### src/rtl/lp_downtimer_pkg.sv
package lp_downtimer_pkg;

    localparam int CNT_W  = 16;
    localparam int ADDR_W = 3;

    typedef enum logic [1:0] {
        RS_IDLE,
        RS_ARM,
        RS_RUN,
        RS_DISARM
    } run_state_e;

    localparam logic [ADDR_W-1:0] A_CNT_LO = 3'd0;
    localparam logic [ADDR_W-1:0] A_CNT_HI = 3'd1;
    localparam logic [ADDR_W-1:0] A_CMP_LO = 3'd2;
    localparam logic [ADDR_W-1:0] A_CMP_HI = 3'd3;
    localparam logic [ADDR_W-1:0] A_CTRL   = 3'd4;
    localparam logic [ADDR_W-1:0] A_CMPEN  = 3'd5;
    localparam logic [ADDR_W-1:0] A_MODE1  = 3'd6;
    localparam logic [ADDR_W-1:0] A_MODE2  = 3'd7;

    localparam int B_START = 0;
    localparam int B_STAT  = 1;
    localparam int B_UNDER = 5;
    localparam int B_CMPA  = 6;

    localparam logic [2:0] CS_DIV1 = 3'd0;
    localparam logic [2:0] CS_DIV8 = 3'd1;
    localparam logic [2:0] CS_DIV2 = 3'd3;
    localparam logic [2:0] CS_SLOW = 3'd4;

endpackage

### src/rtl/lp_downtimer_presc.sv
module lp_downtimer_presc
    import lp_downtimer_pkg::*;
#(
    parameter int SDIV_W = 3,
    parameter int FAST_W = 3
) (
    input  logic              clk,
    input  logic              rst_n,
    input  logic [2:0]        csel,
    input  logic [SDIV_W-1:0] sdiv,
    input  logic              slow_tick,
    output logic              cnt_en
);
    localparam int SLOW_W = (1 << SDIV_W) - 1;

    logic [FAST_W-1:0] fast_q;
    logic [SLOW_W-1:0] slow_q;
    logic [SLOW_W-1:0] slow_mask;
    logic              slow_hit;

    always_ff @(posedge clk or negedge rst_n) begin
        if (!rst_n) begin
            fast_q <= '0;
            slow_q <= '0;
        end else begin
            fast_q <= fast_q + FAST_W'(1);
            if (slow_tick) begin
                slow_q <= slow_q + SLOW_W'(1);
            end
        end
    end

    assign slow_mask = ~({SLOW_W{1'b1}} << sdiv);
    assign slow_hit  = slow_tick && ((slow_q & slow_mask) == slow_mask);

    always_comb begin
        unique case (csel)
            CS_DIV1: cnt_en = 1'b1;
            CS_DIV8: cnt_en = &fast_q;
            CS_DIV2: cnt_en = fast_q[0];
            CS_SLOW: cnt_en = slow_hit;
            default: cnt_en = 1'b0;
        endcase
    end

endmodule

### src/rtl/lp_downtimer_runctl.sv
module lp_downtimer_runctl
    import lp_downtimer_pkg::*;
(
    input  logic clk,
    input  logic rst_n,
    input  logic start_req,
    input  logic cnt_en,
    output logic status,
    output logic run
);
    run_state_e state_q, state_d;

    always_ff @(posedge clk or negedge rst_n) begin
        if (!rst_n) begin
            state_q <= RS_IDLE;
        end else begin
            state_q <= state_d;
        end
    end

    always_comb begin
        state_d = state_q;
        unique case (state_q)
            RS_IDLE: begin
                if (start_req) state_d = RS_ARM;
            end
            RS_ARM: begin
                if (!start_req)  state_d = RS_IDLE;
                else if (cnt_en) state_d = RS_RUN;
            end
            RS_RUN: begin
                if (!start_req) state_d = RS_DISARM;
            end
            RS_DISARM: begin
                if (start_req)   state_d = RS_RUN;
                else if (cnt_en) state_d = RS_IDLE;
            end
            default: state_d = RS_IDLE;
        endcase
    end

    always_comb begin
        status = 1'b0;
        run    = 1'b0;
        unique case (state_q)
            RS_IDLE:   status = 1'b0;
            RS_ARM:    status = 1'b0;
            RS_RUN:    begin status = 1'b1; run = 1'b1; end
            RS_DISARM: status = 1'b1;
            default:   status = 1'b0;
        endcase
    end

endmodule

### src/rtl/lp_downtimer_core.sv
module lp_downtimer_core
    import lp_downtimer_pkg::*;
#(
    parameter int CW = CNT_W
) (
    input  logic            clk,
    input  logic            rst_n,
    input  logic            run,
    input  logic            stopped,
    input  logic            cnt_en,
    input  logic [CW/8-1:0] cnt_wr,
    input  logic [CW/8-1:0] cmp_wr,
    input  logic [7:0]      wbyte,
    input  logic            cmpa_en,
    input  logic            flag_wr,
    input  logic            keep_under,
    input  logic            keep_cmpa,
    output logic [CW-1:0]   count,
    output logic [CW-1:0]   cmp_view,
    output logic            flag_under,
    output logic            flag_cmpa,
    output logic            irq_under,
    output logic            irq_cmpa
);
    localparam int NB = CW / 8;

    logic [CW-1:0] count_q, reload_q, cmp_buf_q, cmp_act_q;
    logic [CW-1:0] reload_nx, load_nx, cmp_nx;
    logic          tick, hit_zero, hit_cmp;

    for (genvar ln = 0; ln < NB; ln++) begin : g_lane
        assign reload_nx[ln*8 +: 8] = cnt_wr[ln] ? wbyte : reload_q[ln*8 +: 8];
        assign load_nx[ln*8 +: 8]   = cnt_wr[ln] ? wbyte : count_q[ln*8 +: 8];
        assign cmp_nx[ln*8 +: 8]    = cmp_wr[ln] ? wbyte : cmp_buf_q[ln*8 +: 8];
    end

    assign tick     = run && cnt_en;
    assign hit_zero = tick && (count_q == '0);
    assign hit_cmp  = tick && cmpa_en && (count_q == cmp_act_q);

    always_ff @(posedge clk or negedge rst_n) begin
        if (!rst_n) begin
            count_q    <= '1;
            reload_q   <= '1;
            cmp_buf_q  <= '1;
            cmp_act_q  <= '1;
            flag_under <= 1'b0;
            flag_cmpa  <= 1'b0;
            irq_under  <= 1'b0;
            irq_cmpa   <= 1'b0;
        end else begin
            reload_q  <= reload_nx;
            cmp_buf_q <= cmp_nx;

            if (hit_zero) begin
                count_q <= reload_q;
            end else if (tick) begin
                count_q <= count_q - CW'(1);
            end else if (stopped) begin
                count_q <= load_nx;
            end

            if (stopped) begin
                cmp_act_q <= cmp_nx;
            end else if (hit_zero) begin
                cmp_act_q <= cmp_buf_q;
            end

            flag_under <= hit_zero || (flag_under && (!flag_wr || keep_under));
            flag_cmpa  <= hit_cmp  || (flag_cmpa  && (!flag_wr || keep_cmpa));
            irq_under  <= hit_zero;
            irq_cmpa   <= hit_cmp;
        end
    end

    assign count    = count_q;
    assign cmp_view = cmp_buf_q;

endmodule

### src/rtl/lp_downtimer.sv
module lp_downtimer
    import lp_downtimer_pkg::*;
#(
    parameter int CW     = CNT_W,
    parameter int SDIV_W = 3
) (
    input  logic              clk,
    input  logic              rst_n,
    input  logic              wr_en,
    input  logic [ADDR_W-1:0] addr,
    input  logic [7:0]        wdata,
    output logic [7:0]        rdata,
    input  logic              slow_tick,
    output logic              irq_under,
    output logic              irq_cmpa
);
    localparam int NB = CW / 8;

    logic              start_req;
    logic              cmpa_en_q;
    logic [2:0]        csel_q;
    logic [SDIV_W-1:0] sdiv_q;
    logic              cnt_en, status, run;
    logic [CW-1:0]     count, cmp_view;
    logic              flag_under, flag_cmpa;
    logic              wr_ctrl;
    logic [NB-1:0]     cnt_wr, cmp_wr;

    assign wr_ctrl = wr_en && (addr == A_CTRL);
    assign cnt_wr  = {wr_en && (addr == A_CNT_HI), wr_en && (addr == A_CNT_LO)};
    assign cmp_wr  = {wr_en && (addr == A_CMP_HI), wr_en && (addr == A_CMP_LO)};

    always_ff @(posedge clk or negedge rst_n) begin
        if (!rst_n) begin
            start_req <= 1'b0;
            cmpa_en_q <= 1'b0;
            csel_q    <= CS_DIV1;
            sdiv_q    <= '0;
        end else if (wr_en) begin
            unique case (addr)
                A_CTRL:  start_req <= wdata[B_START];
                A_CMPEN: cmpa_en_q <= wdata[0];
                A_MODE1: csel_q    <= wdata[2:0];
                A_MODE2: sdiv_q    <= wdata[SDIV_W-1:0];
                default: ;
            endcase
        end
    end

    lp_downtimer_presc #(.SDIV_W(SDIV_W)) u_presc (
        .clk       (clk),
        .rst_n     (rst_n),
        .csel      (csel_q),
        .sdiv      (sdiv_q),
        .slow_tick (slow_tick),
        .cnt_en    (cnt_en)
    );

    lp_downtimer_runctl u_runctl (
        .clk       (clk),
        .rst_n     (rst_n),
        .start_req (start_req),
        .cnt_en    (cnt_en),
        .status    (status),
        .run       (run)
    );

    lp_downtimer_core #(.CW(CW)) u_core (
        .clk        (clk),
        .rst_n      (rst_n),
        .run        (run),
        .stopped    (!status),
        .cnt_en     (cnt_en),
        .cnt_wr     (cnt_wr),
        .cmp_wr     (cmp_wr),
        .wbyte      (wdata),
        .cmpa_en    (cmpa_en_q),
        .flag_wr    (wr_ctrl),
        .keep_under (wdata[B_UNDER]),
        .keep_cmpa  (wdata[B_CMPA]),
        .count      (count),
        .cmp_view   (cmp_view),
        .flag_under (flag_under),
        .flag_cmpa  (flag_cmpa),
        .irq_under  (irq_under),
        .irq_cmpa   (irq_cmpa)
    );

    always_comb begin
        rdata = 8'h00;
        case (addr)
            A_CNT_LO: rdata = count[7:0];
            A_CNT_HI: rdata = count[15:8];
            A_CMP_LO: rdata = cmp_view[7:0];
            A_CMP_HI: rdata = cmp_view[15:8];
            A_CTRL: begin
                rdata[B_START] = start_req;
                rdata[B_STAT]  = status;
                rdata[B_UNDER] = flag_under;
                rdata[B_CMPA]  = flag_cmpa;
            end
            A_CMPEN: rdata = {7'd0, cmpa_en_q};
            A_MODE1: rdata = {5'd0, csel_q};
            A_MODE2: rdata = 8'(sdiv_q);
            default: rdata = 8'h00;
        endcase
    end

endmodule

### config.mk
export PLATFORM = sky130hd
export DESIGN_NAME = lp_downtimer
export DESIGN_NICKNAME = d
export VERILOG_FILES = /design/src/rtl/lp_downtimer_pkg.sv /design/src/rtl/lp_downtimer_presc.sv /design/src/rtl/lp_downtimer_runctl.sv /design/src/rtl/lp_downtimer_core.sv /design/src/rtl/lp_downtimer.sv
export SDC_FILE = /design/constraint.sdc
export NUM_CORES = 1
export LEC_CHECK = 0
export BUFFER_PORTS_ARGS = -buffer_cell sky130_fd_sc_hd__buf_2
export CAP_MARGIN = 0
export CORE_MARGIN = 2
export CORE_UTILIZATION = 53
export DETAILED_ROUTE_END_ITERATION = 7
export PLACE_DENSITY_LB_ADDON = 0.05
export SLEW_MARGIN = 40
export SYNTH_ARGS = -nofsm -noshare
export SYNTH_HDL_FRONTEND = slang
export SYNTH_SLANG_ARGS = --single-unit
### constraint.sdc
create_clock -name clk -period 6.7 [get_ports clk]
set_clock_uncertainty 0.05 [all_clocks]
set_input_delay 1.005 -clock clk [delete_from_list [all_inputs] [get_ports clk]]
set_output_delay 1.005 -clock clk [all_outputs]
set_load 0.01 [all_outputs]
# Yosys cells after proc, flatten, opt, wreduce, memory -nomap -nowiden
# Index checks and enable logic that the tools add are counted.
dict set report totals {
  reg_bits 88
  inputBits 15
  wordCells 101
}
dict set report classes {
  bitwise_logic 2
  addsub 3
  n_reduce_logical 34
  n_mux 23
  n_eq_ne 21
  shifts 1
}
# operator n
set op_table {}
lappend op_table {{two-way mux 16 bit} 5}
lappend op_table {{two-way mux 8 bit} 4}
lappend op_table {{one-hot mux 3 bit (6 select lines)} 1}
lappend op_table {{equality test 16 bit} 1}
lappend op_table {{zero test 16 bit} 1}
lappend op_table {{one-hot mux 2 bit (8 select lines)} 1}
lappend op_table {{subtractor 16 x 1 -> 16 bit (second input constant)} 1}
lappend op_table {{equality test 3 bit (second input constant)} 5}
lappend op_table {{logical AND 1 bit} 12}
lappend op_table {{two-way mux 2 bit} 6}
lappend op_table {{one-hot mux 2 bit (6 select lines)} 1}
lappend op_table {{AND reduction 2 bit} 6}
lappend op_table {{equality test 3 x 2 -> 1 bit (second input constant)} 3}
lappend op_table {{one-hot mux 1 bit (4 select lines)} 2}
lappend op_table {{one-hot mux 2 bit (4 select lines)} 1}
lappend op_table {{adder 7 x 1 -> 7 bit (second input constant)} 1}
lappend op_table {{AND 7 bit} 1}
lappend op_table {{equality test 7 bit} 1}
lappend op_table {{inverter 7 bit} 1}
lappend op_table {{<< shifter 7 x 3 -> 7 bit (first input constant)} 1}
lappend op_table {{equality test 3 x 1 -> 1 bit (second input constant)} 2}
lappend op_table {{zero test 3 bit} 2}
lappend op_table {{!= test 3 x 2 -> 1 bit (second input constant)} 2}
lappend op_table {{nonzero test 3 bit} 2}
lappend op_table {{other kinds (15)} 21}

# Depth between registers and ports, before layout
dict set report logic_depth {
  word_depth 10
  ltp_mapped 10
  mapped_depth_nobuf 7
}

# Modules after synthesis
# A second synthesis with hierarchy kept.
dict set report hier_totals {
  cells_unflattened 454
  area_unflattened_um2 4902.2
}
# mod cells_per_inst area_each_um2 n_inst seq_area_each_um2
set modules_own_cells {}
lappend modules_own_cells {lp_downtimer_core 328 3523.4 1 1781.7}
lappend modules_own_cells {lp_downtimer 76 782.0 1 200.2}
lappend modules_own_cells {lp_downtimer_presc 42 501.7 1 250.2}
lappend modules_own_cells {lp_downtimer_runctl 8 95.1 1 50.0}

# Worst setup path after synthesis
# OpenSTA, ideal clock, no wires.
dict set report synth_timing {
  path_type {input to output}
  start {in addr[0]}
  end {out rdata[3]}
  required_time_ns 5.645
  path_buffers 2
  t_arrival_ns 2.410
  cell_stages 4
  path_slack_ns 3.235
  cell_sequence {clkbuf_1 clkbuf_1 mux4_2 and2_1}
}
dict set report synth_between {
  elab_chain_cells 2
  word_cells_on_any_way 7
}
# element line
set synth_lines {}
lappend synth_lines {{start, declared} lp_downtimer.sv:10} ;# input logic [ADDR_W-1:0] addr,
lappend synth_lines {{equality test 3 bit (tied with other cells)} lp_downtimer.sv:91} ;# case (addr)
lappend synth_lines {{one-hot mux 3 bit (6 select lines) *} lp_downtimer.sv:91}
lappend synth_lines {{end, declared} lp_downtimer.sv:12} ;# output logic [7:0] rdata,
# Mark *: on every way between the ends. The rest lies on a longest branch, timed or not.

# Final worst setup path
dict set report layout_timing {
  start {in addr[0]}
  end {out rdata[0]}
}
dict set report layout_between {
  elab_chain_cells 2
  word_cells_on_any_way 9
}
# element line
set layout_lines {}
lappend layout_lines {{equality test 3 bit (tied with other cells)} lp_downtimer.sv:91}
lappend layout_lines {{one-hot mux 2 bit (8 select lines) *} lp_downtimer.sv:91}
# Marks and branches as above.

==> metrics.yaml <==
status: "finished clean"
post_cts_resize_count: 0
ys_seq_elements: 88
syn_avg_cell_area_um2: 10.0
p_leak_nw: 2.14
fp.dieW_um: 103
timing.hold.ws_ns: 0.424
drv_cap: 0
mostFrequentLayoutCells: "dfstp_2 (64), nand2_1 (51), mux2_2 (37)"
layout.cells.non_filler: 649
setup_viol: 0
clockBufferDepth: 2
postRouteWirelength_um: 14400
pin_count: 25
critPathMaxStageDelay_ns: 0.50
crit_top_cell: "buf_2"
clockRootBuffer: "clkbuf_8"
cts_buffers: 9
netlist-cell-type-count: 69
antennaDiodeCount: 0
fin_ws_ns: 3.09
avgViaCountPerCell: 6.48
grt-ovfl-total: 0
synthDominantCellAreaShare: 0.326
slew_headroom: 0.496
r2r-end: "u_core.cmp_act_q[15]"
synth-main-ff-cell: "dfstp_2"
syn-num-nets: 533
clock_latency_ns: 0.36
synth_edf_count: 0
numPortBuffers: 24
fp.dieArea_um2: 10500
placed_area_um2: 5340
stdcell_area_um2: 5550
vias: 4204
yosysWarnings: 0
ctsHoldBuffers: 0
wl_per_cell_um: 22.1
synthArstFlopShare: 1.00
fillers: 812
tritoncts: "yes"
fmax_ghz: 0.277
core_area_um2: 9330
final_common_cell: "dfstp_2"
fin_tns_setup_ns: 0
path_max_fanout: 29
synth_top_area_cell: "dfstp_2"
clock_sinks: 88
reg2reg_depth: 8
grt.met1_usage: 0.412
use_met3: 0.0583
drtPass1Iterations: 5
required_ns: 5.64
finalCritPeriodShare: 0.538
drc_errors: 0
htreeDepth: 3
critPathKind: "input port to primary output"
final-max-slew-violation-count: 0
nNetsFinal: 534
hpwl_um: 9620
drive_gt1_frac: 0.323
crit_chain: "buf_2, mux2_2, nand2_1, o21ai_0, a211oi_1, a21oi_1, buf_2"
min_period_ns: 3.61
clk_transition_reported_paths_ns: 0.08
synth-seq-area-share: 0.443
grt_use_met2: 0.456
final_util: 0.595
pre_cts_slack_ns: 3.09
slowest_stage: "buf_2"
row_count: 35
crit_family: "buffers and inverters"
hp-class: "flip-flop to flip-flop"
hold-path-endpoint: "u_presc.slow_q[6]"
hold_viol: 0
start_util: 0.553
synthCells: 514
ff2ff_setup_slack_ns: 3.35
arrival_ns: 2.55
total_power_mw: 2.16
antenna_found_initial: 0
holdPathStages: 1
antenna_left: 0
crit_buf_inv: 2
grt_pass1_wl_um: 23100
hold_start: "u_presc.slow_q[6]"
drt-initial-drc-count: 338
rsz0062_at_grt: "false"
die-height_um: 103
p_per_area_nw_per_um2: 389
grt_max_degree: 49
synthesis.area_um2: 5150
grt_pass1_vias: 4163
grt.total_usage: 0.293
r2r-start: "u_core.count[0]"
top_usage_layer: "met2"
irDropWorstVdd_mv: 0.190
post_cts_buffers: 0
dp.cells: 632
tightest_slew_ns: 0.754
crit_path_start_kind: "input port"
synth.area.top_cells: "dfstp_2 (33%), dfrtp_1 (12%), mux2_2 (8.1%)"
cp-end-kind: "primary output"
gp_congestion: 0.882
syn2layout_area_growth_pct: 7.70
[cell type report]
type	instances	area, um2	share of cell area
sequential	88	2280	0.411
tap	129	161	0.0291
timing repair buffer	32	186	0.0336
multi-input combinational	355	2610	0.471
clock buffer	13	159	0.0286
inverter	29	109	0.0196
clock inverter	3	40.0	0.00721
[flip-flops by register name (all words and copies together), names as in the netlist, 3 cells and up, named ones only]
name and count:
u_presc.fast_q 3, u_core.reload_q 16, u_core.count 16, u_core.cmp_act_q 16
u_presc.slow_q 7, csel_q 3, sdiv_q 3, u_core.cmp_view 16
[cell usage after synthesis, types with 3 or more instances]
library cell,instances
clkbuf_1,25
nor2_1,16
a2bb2oi_1,3
o22ai_1,5
nand2_1,51
o21ai_0,24
a31oi_1,4
nand4_1,31
xor2_1,5
buf_2,13
o32ai_1,4
mux4_2,4
ha_1,4
a21oi_1,17
nand3_1,10
mux2i_1,4
inv_1,28
or3_1,4
a211oi_1,10
nor3_1,6
and2_1,8
o311ai_1,4
a2111oi_0,3
nor2b_1,7
o311ai_0,11
mux2_2,37
o31ai_1,4
nor4_1,6
dfrtp_1,24
a221oi_1,5
xnor2_1,22
dfstp_2,64
[power by group]
group	leakage, nW	switching, mW	internal [mW]
logic	1.06	0.405	0.337
registers	0.977	0.233	0.804
clock network	0.103	0.189	0.192
[metal layers]
metal,part of all wire,vias to the layer above,wire (um)
li1,-,1899,-
met5,0,-,0
met1,0.45,2113,6420
met4,0.017,0,247
met2,0.46,174,6680
met3,0.072,18,1030
[logic make-up (layout without fill, tap and decap cells)]
group	count (synthesis)	after routing	share of synthesized area
AND/OR/NAND/NOR	158	158	0.167
AO/OA/AOI/OAI	121	121	0.171
buffers and inverters	71	77	0.0578
adder cells (fa/ha/maj)	4	4	0.00971
flip-flops	88	88	0.443
XOR/XNOR	27	27	0.0459
multiplexers	45	45	0.106
[worst register-to-register path, cell delays in order (launching register included)]
cell,delay [ns]
dfstp_2,0.44
inv_1,0.09
ha_1,0.18
nor3b_2,0.39
and3_1,0.68
and2_1,0.62
buf_4,0.35
a31oi_1,0.16
a221oi_1,0.30
[worst max-delay path by stage]
stage | cells past startpoint | slack (ns) | endpoint | from
after floorplan | 4 | 3.24 | rdata[3] | addr[0]
after global placement | 6 | 3.09 | u_core.count[14] | addr[0]
after CTS | 7 | 3.08 | rdata[0] | addr[0]
after global routing | 7 | 2.95 | rdata[0] | addr[0]
after detailed placement | 7 | 3.09 | rdata[0] | addr[0]
final | 7 | 3.09 | rdata[0] | addr[0]
Note: power is estimated with default switching activity, not from simulation.
